`config.mk`:
```
export PLATFORM = sky130hd
export DESIGN_NAME = xq_queue_pair
export DESIGN_NICKNAME = d
export VERILOG_FILES = /design/src/rtl/xq_pkg.sv /design/src/rtl/xq_fifo.sv /design/src/rtl/xq_slot_timer.sv /design/src/rtl/xq_frame_gate.sv /design/src/rtl/xq_queue_pair.sv
export SDC_FILE = /design/constraint.sdc
export NUM_CORES = 1
export LEC_CHECK = 0
export CORE_UTILIZATION = 25
export CTS_CLUSTER_DIAMETER = 40
export CTS_CLUSTER_SIZE = 28
export DETAILED_ROUTE_END_ITERATION = 6
export SYNTH_ARGS = -nofsm -noshare
export SYNTH_HDL_FRONTEND = slang
export SYNTH_SLANG_ARGS = --single-unit
```
`constraint.sdc`:
```
create_clock -name clk -period 10.05 [get_ports clk]
set_input_delay 2.01 -clock clk [delete_from_list [all_inputs] [get_ports clk]]
set_output_delay 2.01 -clock clk [all_outputs]
set_load 0.02 [all_outputs]
```
`src/rtl/xq_pkg.sv`:
```
// Package: shared defaults and the pop-strobe bundle for the queue pair.
// Assumes a single clock domain for writers, engine and queues.
package xq_pkg;
    localparam int XQ_DEPTH     = 3;
    localparam int XQ_CMD_W     = 8;
    localparam int XQ_DATA_W    = 16;
    localparam int XQ_WORD_BITS = 16;

    // Take requests produced by the bit-slot timer.
    typedef struct packed {
        logic cmd;
        logic data;
    } xq_pops_t;
endpackage

```
`src/rtl/xq_fifo.sv`:
```
// Module: small synchronous queue with occupancy count, held head output,
// sticky overflow flag and empty bypass.
// Assumes DEPTH >= 2. A take frees a slot in the same cycle, so a write
// to a full queue is accepted if a take happens in that cycle.
module xq_fifo #(
    parameter int WIDTH = 8,
    parameter int DEPTH = 3
) (
    input  logic                         clk,
    input  logic                         rst_n,
    input  logic                         push_i,
    input  logic [WIDTH-1:0]             push_data_i,
    input  logic                         pop_i,
    output logic [WIDTH-1:0]             head_o,
    output logic [$clog2(DEPTH+1)-1:0]   count_o,
    output logic                         ovf_o
);
    localparam int PTR_W = $clog2(DEPTH);
    localparam int CNT_W = $clog2(DEPTH+1);
    localparam logic [CNT_W-1:0] FULL_CNT = CNT_W'(DEPTH);
    localparam logic [PTR_W-1:0] LAST_PTR = PTR_W'(DEPTH - 1);

    logic [WIDTH-1:0] slot_q [DEPTH];
    logic [PTR_W-1:0] wr_ptr_q, rd_ptr_q;
    logic [CNT_W-1:0] cnt_q;
    logic [WIDTH-1:0] head_q;
    logic             ovf_q;

    logic is_empty, is_full, bypass, do_pop, do_push, drop;

    // Decide which of write, take, bypass and drop happen this cycle.
    always_comb begin
        is_empty = (cnt_q == '0);
        is_full  = (cnt_q == FULL_CNT);
        bypass   = pop_i && push_i && is_empty;
        do_pop   = pop_i && !is_empty;
        do_push  = push_i && !bypass && (!is_full || do_pop);
        drop     = push_i && is_full && !pop_i;
    end

    // Storage write and write pointer advance.
    always_ff @(posedge clk) begin
        if (!rst_n) begin
            wr_ptr_q <= '0;
            for (int i = 0; i < DEPTH; i++) slot_q[i] <= '0;
        end else if (do_push) begin
            slot_q[wr_ptr_q] <= push_data_i;
            wr_ptr_q <= (wr_ptr_q == LAST_PTR) ? '0 : wr_ptr_q + 1'b1;
        end
    end

    // Read pointer advance and held head value.
    always_ff @(posedge clk) begin
        if (!rst_n) begin
            rd_ptr_q <= '0;
            head_q   <= '0;
        end else if (bypass) begin
            head_q <= push_data_i;
        end else if (do_pop) begin
            head_q   <= slot_q[rd_ptr_q];
            rd_ptr_q <= (rd_ptr_q == LAST_PTR) ? '0 : rd_ptr_q + 1'b1;
        end
    end

    // Occupancy counter and sticky overflow flag.
    always_ff @(posedge clk) begin
        if (!rst_n) begin
            cnt_q <= '0;
            ovf_q <= 1'b0;
        end else begin
            if (do_push && !do_pop)      cnt_q <= cnt_q + 1'b1;
            else if (do_pop && !do_push) cnt_q <= cnt_q - 1'b1;
            if (drop) ovf_q <= 1'b1;
        end
    end

    assign head_o  = head_q;
    assign count_o = cnt_q;
    assign ovf_o   = ovf_q;

    // occupancy never exceeds the depth.
    p_fill_bound_r4: assert property (@(posedge clk) disable iff (!rst_n)
        cnt_q <= FULL_CNT);
    // overflow flag is sticky.
    p_ovf_sticky_r5: assert property (@(posedge clk) disable iff (!rst_n)
        ovf_q |=> ovf_q);
    // a dropped write leaves the queue full.
    p_drop_keeps_full_r5: assert property (@(posedge clk) disable iff (!rst_n)
        (push_i && is_full && !pop_i) |=> (cnt_q == FULL_CNT) && ovf_q);
    // a take from empty with no write holds the head and the count.
    p_pop_empty_hold_r8: assert property (@(posedge clk) disable iff (!rst_n)
        (pop_i && !push_i && is_empty) |=> $stable(head_q) && (cnt_q == '0));
    // write plus take keeps the count.
    p_push_pop_count_r9: assert property (@(posedge clk) disable iff (!rst_n)
        (pop_i && push_i) |=> $stable(cnt_q));
endmodule

```
`src/rtl/xq_slot_timer.sv`:
```
// Module: counts bit strobes within a serial word and raises the command
// take on strobe WORD_BITS-1 and the data take on strobe WORD_BITS.
// Assumes bit_stb_i is a one-cycle pulse. run_i low clears the count.
module xq_slot_timer
    import xq_pkg::*;
#(
    parameter int WORD_BITS = 16
) (
    input  logic     clk,
    input  logic     rst_n,
    input  logic     run_i,
    input  logic     bit_stb_i,
    output xq_pops_t pops_o
);
    localparam int POS_W = $clog2(WORD_BITS);
    localparam logic [POS_W-1:0] CMD_SLOT  = POS_W'(WORD_BITS - 2);
    localparam logic [POS_W-1:0] DATA_SLOT = POS_W'(WORD_BITS - 1);

    logic [POS_W-1:0] pos_q;
    logic             live;

    // Take strobes are decoded from the position of the current strobe.
    always_comb begin
        live        = run_i && bit_stb_i;
        pops_o.cmd  = live && (pos_q == CMD_SLOT);
        pops_o.data = live && (pos_q == DATA_SLOT);
    end

    // Bit position within the word; wraps after the last bit.
    always_ff @(posedge clk) begin
        if (!rst_n || !run_i) pos_q <= '0;
        else if (bit_stb_i)   pos_q <= (pos_q == DATA_SLOT) ? '0 : pos_q + 1'b1;
    end

    // the two takes never coincide.
    p_take_exclusive_r7: assert property (@(posedge clk) disable iff (!rst_n)
        $onehot0({pops_o.cmd, pops_o.data}));
    // after a command take, the next strobe takes data.
    p_data_follows_cmd_r7: assert property (@(posedge clk) disable iff (!rst_n)
        pops_o.cmd |=> (pos_q == DATA_SLOT) || !run_i);
    // no take while stopped.
    p_idle_no_take_r10: assert property (@(posedge clk) disable iff (!rst_n)
        !run_i |-> !(pops_o.cmd || pops_o.data));
endmodule

```
`src/rtl/xq_frame_gate.sv`:
```
// Module: accepts a command only when its check bit is set, and accepts
// one data word per accepted command.
// Assumes the data word of a frame is written after its command byte.
module xq_frame_gate #(
    parameter int CMD_W     = 8,
    parameter int CHECK_BIT = 7
) (
    input  logic             clk,
    input  logic             rst_n,
    input  logic             cmd_push_i,
    input  logic [CMD_W-1:0] cmd_byte_i,
    input  logic             data_push_i,
    output logic             cmd_acc_o,
    output logic             data_acc_o
);
    logic armed_q;

    // Gate both writes.
    always_comb begin
        cmd_acc_o  = cmd_push_i && cmd_byte_i[CHECK_BIT];
        data_acc_o = data_push_i && armed_q;
    end

    // Armed after an accepted command, disarmed by any data write.
    always_ff @(posedge clk) begin
        if (!rst_n)           armed_q <= 1'b0;
        else if (cmd_acc_o)   armed_q <= 1'b1;
        else if (data_push_i) armed_q <= 1'b0;
    end

    // once a data word is accepted, another one needs a new command first.
    p_one_word_per_cmd_r3: assert property (@(posedge clk) disable iff (!rst_n)
        (data_acc_o && !cmd_acc_o) |=> !data_acc_o);
endmodule

```
`src/rtl/xq_queue_pair.sv`:
```
// Module: top of the command/data queue pair. It joins the frame gate,
// the bit-slot timer and two queues.
// Assumes writers and engine share clk. Overflow is avoided by host polling.
module xq_queue_pair
    import xq_pkg::*;
#(
    parameter int DEPTH     = XQ_DEPTH,
    parameter int CMD_W     = XQ_CMD_W,
    parameter int DATA_W    = XQ_DATA_W,
    parameter int WORD_BITS = XQ_WORD_BITS
) (
    input  logic                       clk,
    input  logic                       rst_n,
    input  logic                       cmd_push_i,
    input  logic [CMD_W-1:0]           cmd_byte_i,
    input  logic                       data_push_i,
    input  logic [DATA_W-1:0]          data_word_i,
    input  logic                       run_i,
    input  logic                       bit_stb_i,
    output logic [CMD_W-1:0]           cmd_cur_o,
    output logic [DATA_W-1:0]          data_cur_o,
    output logic [$clog2(DEPTH+1)-1:0] cmd_fill_o,
    output logic [$clog2(DEPTH+1)-1:0] data_fill_o,
    output logic                       cmd_ovf_o,
    output logic                       data_ovf_o
);
    localparam int CHECK_BIT = CMD_W - 1;

    logic     cmd_acc, data_acc;
    xq_pops_t pops;

    xq_frame_gate #(.CMD_W(CMD_W), .CHECK_BIT(CHECK_BIT)) u_gate (
        .clk        (clk),
        .rst_n      (rst_n),
        .cmd_push_i (cmd_push_i),
        .cmd_byte_i (cmd_byte_i),
        .data_push_i(data_push_i),
        .cmd_acc_o  (cmd_acc),
        .data_acc_o (data_acc)
    );

    xq_slot_timer #(.WORD_BITS(WORD_BITS)) u_timer (
        .clk      (clk),
        .rst_n    (rst_n),
        .run_i    (run_i),
        .bit_stb_i(bit_stb_i),
        .pops_o   (pops)
    );

    xq_fifo #(.WIDTH(CMD_W), .DEPTH(DEPTH)) u_cmd_q (
        .clk        (clk),
        .rst_n      (rst_n),
        .push_i     (cmd_acc),
        .push_data_i(cmd_byte_i),
        .pop_i      (pops.cmd),
        .head_o     (cmd_cur_o),
        .count_o    (cmd_fill_o),
        .ovf_o      (cmd_ovf_o)
    );

    xq_fifo #(.WIDTH(DATA_W), .DEPTH(DEPTH)) u_data_q (
        .clk        (clk),
        .rst_n      (rst_n),
        .push_i     (data_acc),
        .push_data_i(data_word_i),
        .pop_i      (pops.data),
        .head_o     (data_cur_o),
        .count_o    (data_fill_o),
        .ovf_o      (data_ovf_o)
    );

    // an unchecked command with no take leaves the command fill alone.
    p_unchecked_cmd_r2: assert property (@(posedge clk) disable iff (!rst_n)
        (cmd_push_i && !cmd_byte_i[CHECK_BIT] && !pops.cmd) |=> $stable(cmd_fill_o));
    // the data queue is never taken in the cycle right after reset release.
    p_no_early_take_r7: assert property (@(posedge clk) disable iff (!rst_n)
        $rose(rst_n) |-> !pops.data);
endmodule

```
* Word-level counts from Yosys, hierarchy flattened
Memories as Yosys holds them, arrays and structs flattened. A register that Yosys moved wholly into a read port is not among the register bits.
Cells that the tools add are included.
** Word-level totals
- Bits in registers :: 43
- Memory bits (writable) :: 72
- Input bits :: 30
- Word-level logic and storage cells :: 116
- Memories :: 2
** Cells by class
- Add/subtract/negate cells :: 9
- Equality and inequality tests :: 8
- Muxes and demuxes :: 32
- Bitwise logic cells :: 2
- Reduce and logical (&&, ||, !) cells :: 51
** Memory list
- u_data_q.slot_q :: depth 3, bits a word 16, rd ports 1, clocked after Yosys merged registers in 1, wr ports 3, line xq_fifo.sv:23 : logic [WIDTH-1:0] slot_q [DEPTH];
- u_cmd_q.slot_q :: depth 3, bits a word 8, rd ports 1, clocked after Yosys merged registers in 1, wr ports 3, line xq_fifo.sv:23
** Operators with widths (count)
- 16-bit two-way mux :: 3
- 2-bit two-way mux :: 14
- 8-bit two-way mux :: 3
- 1-bit logical AND :: 23
- 16-bit OR reduction :: 1
- 1-bit zero test :: 14
- 2-bit by 1-bit adder with 2-bit output, second input constant :: 6
- 2-bit equality test, second input constant :: 6
- 1-bit two-way mux :: 11
- 2-bit nonzero test :: 5
- 4-bit equality test, second input constant :: 2
- 8-bit OR reduction :: 1
- 4-bit by 1-bit adder with 4-bit output, second input constant :: 1
- 2-bit zero test :: 2
- 4-bit two-way mux :: 1
- 2-bit AND reduction :: 2
- 2-bit by 1-bit subtractor with 2-bit output, second input constant :: 2
- 1-bit logical OR :: 3
- 1-bit NOT :: 2

* Logic depth before layout (Yosys ltp)
- Word-level depth :: 12
- Mapped depth :: 8
- Depth with buffers taken out :: 8

* Hierarchy
From an unflattened synthesis, not the netlist that was laid out.
** Unflattened totals
- Cell total of the unflattened synthesis :: 502
- Area total of the unflattened synthesis :: 6577.6 um2
** Modules (own cells, without submodules)
- xq_fifo (u_data_q) :: times used 1, cells each 296, area an instance 4117.7 um2, seq. area each 2422.3 um2
- xq_fifo (u_cmd_q) :: times used 1, cells each 179, area an instance 2210.9 um2, seq. area each 1301.2 um2
- xq_slot_timer :: times used 1, cells each 22, area an instance 200.2 um2, seq. area each 80.1 um2
- xq_frame_gate :: times used 1, cells each 5, area an instance 48.8 um2, seq. area each 20.0 um2

* Worst setup path before layout
No wires, ideal clock.
- Kind :: in2reg
- Start :: input run_i
- End :: memory u_data_q.slot_q[3][0] in the netlist's numbering, enable pin
- Setup time :: 0.436 ns
- Arrival :: 4.399 ns
- Data required time :: 9.614 ns
- Slack :: 5.215 ns
- Stages on the path :: 4
- Path buffers :: 1
- Cell sequence :: and4_1 > buf_4 > a31o_4 > nor4b_1
** RTL lines
- from (decl) :: line xq_queue_pair.sv:18 : input logic run_i,
- to (decl) :: line xq_fifo.sv:23

==> results.toml <==
[cts]
ctsHoldBuffers = 0
cts-buffers-inserted = 17
cts_setup_buffers = 0
cts_tree = "yes"
clock_latency_ps = 420
cts_root_buf = "clkbuf_16"
htreeDepth = 4
cts.clk_slew.worst_paths_ps = 60
clockBufferDepth = 2
cts.sinks = 143
cts_resized = 0

[yosys]
synth_top_family_by_area = "simple AND/OR/NAND/NOR gates"
syn_avg_cell_area_sq_um = 14.1
synthCells = 435
yosysTopAreaCellShare = 0.468
yosysSeqAreaShare = 0.621
yosys_warnings = 0
yosys.area.top_type = "edfxtp_1"
synth_fa_ha_area_frac = 0.00813
synthTopCellsByArea = "edfxtp_1 47%, dfxtp_1 15%, mux4_2 8.8%"
netlist_area_sq_um = 6150
yosys.area_share.simple = 0.174
synth_edf_count = 96
ys_ff_latch = 143
synth_xor_area_frac = 0.00712
synth.mux.area_fraction = 0.0878
synth_cell_types = 48
synth_compound_area_frac = 0.0821
ys_async_sr_fraction = 0
syn-num-nets = 469
synth-main-ff-cell = "edfxtp_1"

[placed_design]
post-place-ws_ps = 4550
dp_hpwl_um = 9590
placed_cells = 798
placed_area_sq_um = 7060
portBuffers = 59
gp_congestion = 0.769

[critical_path]
start_kind = "input port"
cp_max_fo = 17
cp-end-kind = "flip-flop"
crit_type = "in2reg"
crit_arrival_ps = 5050
cp.required_ps = 10100

[global_routing]
grt.total_usage = 0.117
grt_pass1_vias = 3941
grt_pass1_wl_um = 22100
grt_overflow = 0
grt_max_degree = 42
grt_antenna_before_repair = 0

[power_and_ir_drop]
p_total_w = 0.00140
p_per_area_nw_per_um2 = 182
p_leak_nw = 2.60
ir_drop_uv = 110

[timing]
fin_tns_setup_ps = 0
hold_viol_final = 0
rsz0062_at_grt = "no"
skew_ps = 11.0
slew_headroom = 0.222
layout_setup_ws_ps = 5050
fmax_mhz = 200
worst_pin_slew_ps = 1160
slew_violations = 0
post-route-min-period_ps = 5000
final-setup-viol-count = 0
finalCritPeriodShare = 0.497

[drt]
route.detailed.drc = 0
via_count = 3799
wl_per_cell_um = 17.1
routed_wl_um = 14200
viasPerCell = 4.58
ant_nets = 0
initialDrtViolationCount = 216
first_pass_iters = 4

[layout]
syn2layout_area_growth_pct = 25.1
instances_no_fill = 830
n_antenna_cell = 0
stdcell_area_sq_um = 7700
drive_above_1_share = 0.142
layout.nets = 527
fill_cells = 2418

[die]
num_io_pins = 60
fp.dieW_um = 159
rows = 57
initial_utilization = 0.254
dieArea_sq_um = 25200
fp.coreArea_sq_um = 24200
die_y_um = 159

[hold_path]
min_path_type = "reg2reg"

[run]
drv_cap = 0

[outcome]
status = "complete, no violations"
==> report_power, final <==
| group | total [W] | internal, W | switching, W | leakage [nW] |
|---|---|---|---|---|
| Clock | 0.000687 | 0.000441 | 0.000247 | 0.316 |
| Sequential | 0.000649 | 0.000642 | 0.00000771 | 1.34 |
| Combinational | 0.0000619 | 0.0000280 | 0.0000339 | 0.948 |
| Total | 0.00140 | 0.00111 | 0.000288 | 2.60 |
==> registers in the layout, indices dropped and copies added, names as in the netlist, named ones only <==
signal / count
u_data_q.slot_q: 64
u_cmd_q.slot_q: 32
u_data_q.head_o: 16
u_cmd_q.head_o: 8
u_timer.pos_q: 4
u_cmd_q.count_o: 2
u_cmd_q.rd_ptr_q: 2
u_cmd_q.wr_ptr_q: 2
u_data_q.count_o: 2
u_data_q.rd_ptr_q: 2
u_data_q.wr_ptr_q: 2
u_cmd_q.ovf_o: 1
u_data_q.ovf_o: 1
u_gate.armed_q: 1
==> area by class of cell <==
cell class,instances,area (sq um),share of cell area
Sequential cell,143,3820,0.497
Timing Repair Buffer,61,606,0.0787
Tap cell,324,405,0.0527
Clock inverter,14,213,0.0276
Inverter,1,3.75,0.000488
Clock buffer,18,429,0.0558
Multi-Input combinational cell,269,2220,0.288
==> cells by family (layout without fill, tap and decap cells) <==
| kind of cell | count (synthesis) | count (layout) |
|---|---|---|
| AO/OA/AOI/OAI | 69 | 69 |
| XOR/XNOR | 5 | 5 |
| adder cells (fa/ha/maj) | 4 | 4 |
| buffers and inverters | 23 | 94 |
| flip-flops | 143 | 143 |
| multiplexers | 24 | 24 |
| AND/OR/NAND/NOR | 167 | 167 |
==> metrics by stage <==
stage	utilization	hold WS (ps)
after detailed placement	0.291	476
after CTS	0.317	490
after global routing	0.317	512
after floorplan	-	448
final	0.317	490
after global placement	0.291	459
==> cells in the mapped netlist (5+ instances only) <==
master     n
nand2b_1  10
and2_1    73
mux4_2    24
dfxtp_1   47
nor2b_1   15
nand2_1   25
nor2_1     9
clkbuf_1   8
buf_2      8
edfxtp_1  96
nor4_4     5
or3_1      5
o21ai_0   18
a221o_1   13
a31oi_1    9
nand3_1    6
==> critical path, cell delays in order <==
cell,delay (ps)
clkdlybuf4s50_1,600
and4_1,660
a21oi_2,270
nor4_4,740
nand2b_1,750
==> final timing paths <==
| path | cells after the start | slack (ps) | from | end |
|---|---|---|---|---|
| setup / recovery | 5 | 5050 | bit_stb_i | u_data_q.slot_q[2][2] |
| hold / removal | 2 | 490 | u_cmd_q.ovf_o | u_cmd_q.ovf_o |
| setup reg to reg | 4 | 6850 | u_timer.pos_q[2] | u_data_q.slot_q[2][2] |
| hold reg to reg | 2 | 490 | u_cmd_q.ovf_o | u_cmd_q.ovf_o |
==> layer usage <==
layer  GRT usage  part of all wire  vias up
li1            -                 -     1757
met1       0.146              0.44     1935
met2       0.191              0.50       99
met3      0.0366             0.050        8
met4      0.0372            0.0065        0
met5           0                 0        -
==> cells in the final DEF (no fill, tap or decap), drive strengths merged, types with 3 or more instances in the layout <==
cell,Yosys,routed
edfxtp,96,96
and2,73,73
clkdlybuf4s50,0,59
dfxtp,47,47
nand2,26,26
mux4,24,24
o21ai,18,18
clkbuf,8,18
nor2b,15,15
a221o,13,13
nand2b,10,10
nor2,9,9
a31oi,9,9
a21boi,7,7
clkinv,0,7
nand3,6,6
a21oi,6,6
nor4,5,5
or3,5,5
bufinv,0,5
nor3,5,5
and3,4,4
o21bai,4,4
ha,4,4
o21a,3,3
xor2,3,3
inv,1,3
Note: power is estimated with default switching activity, not from simulation.
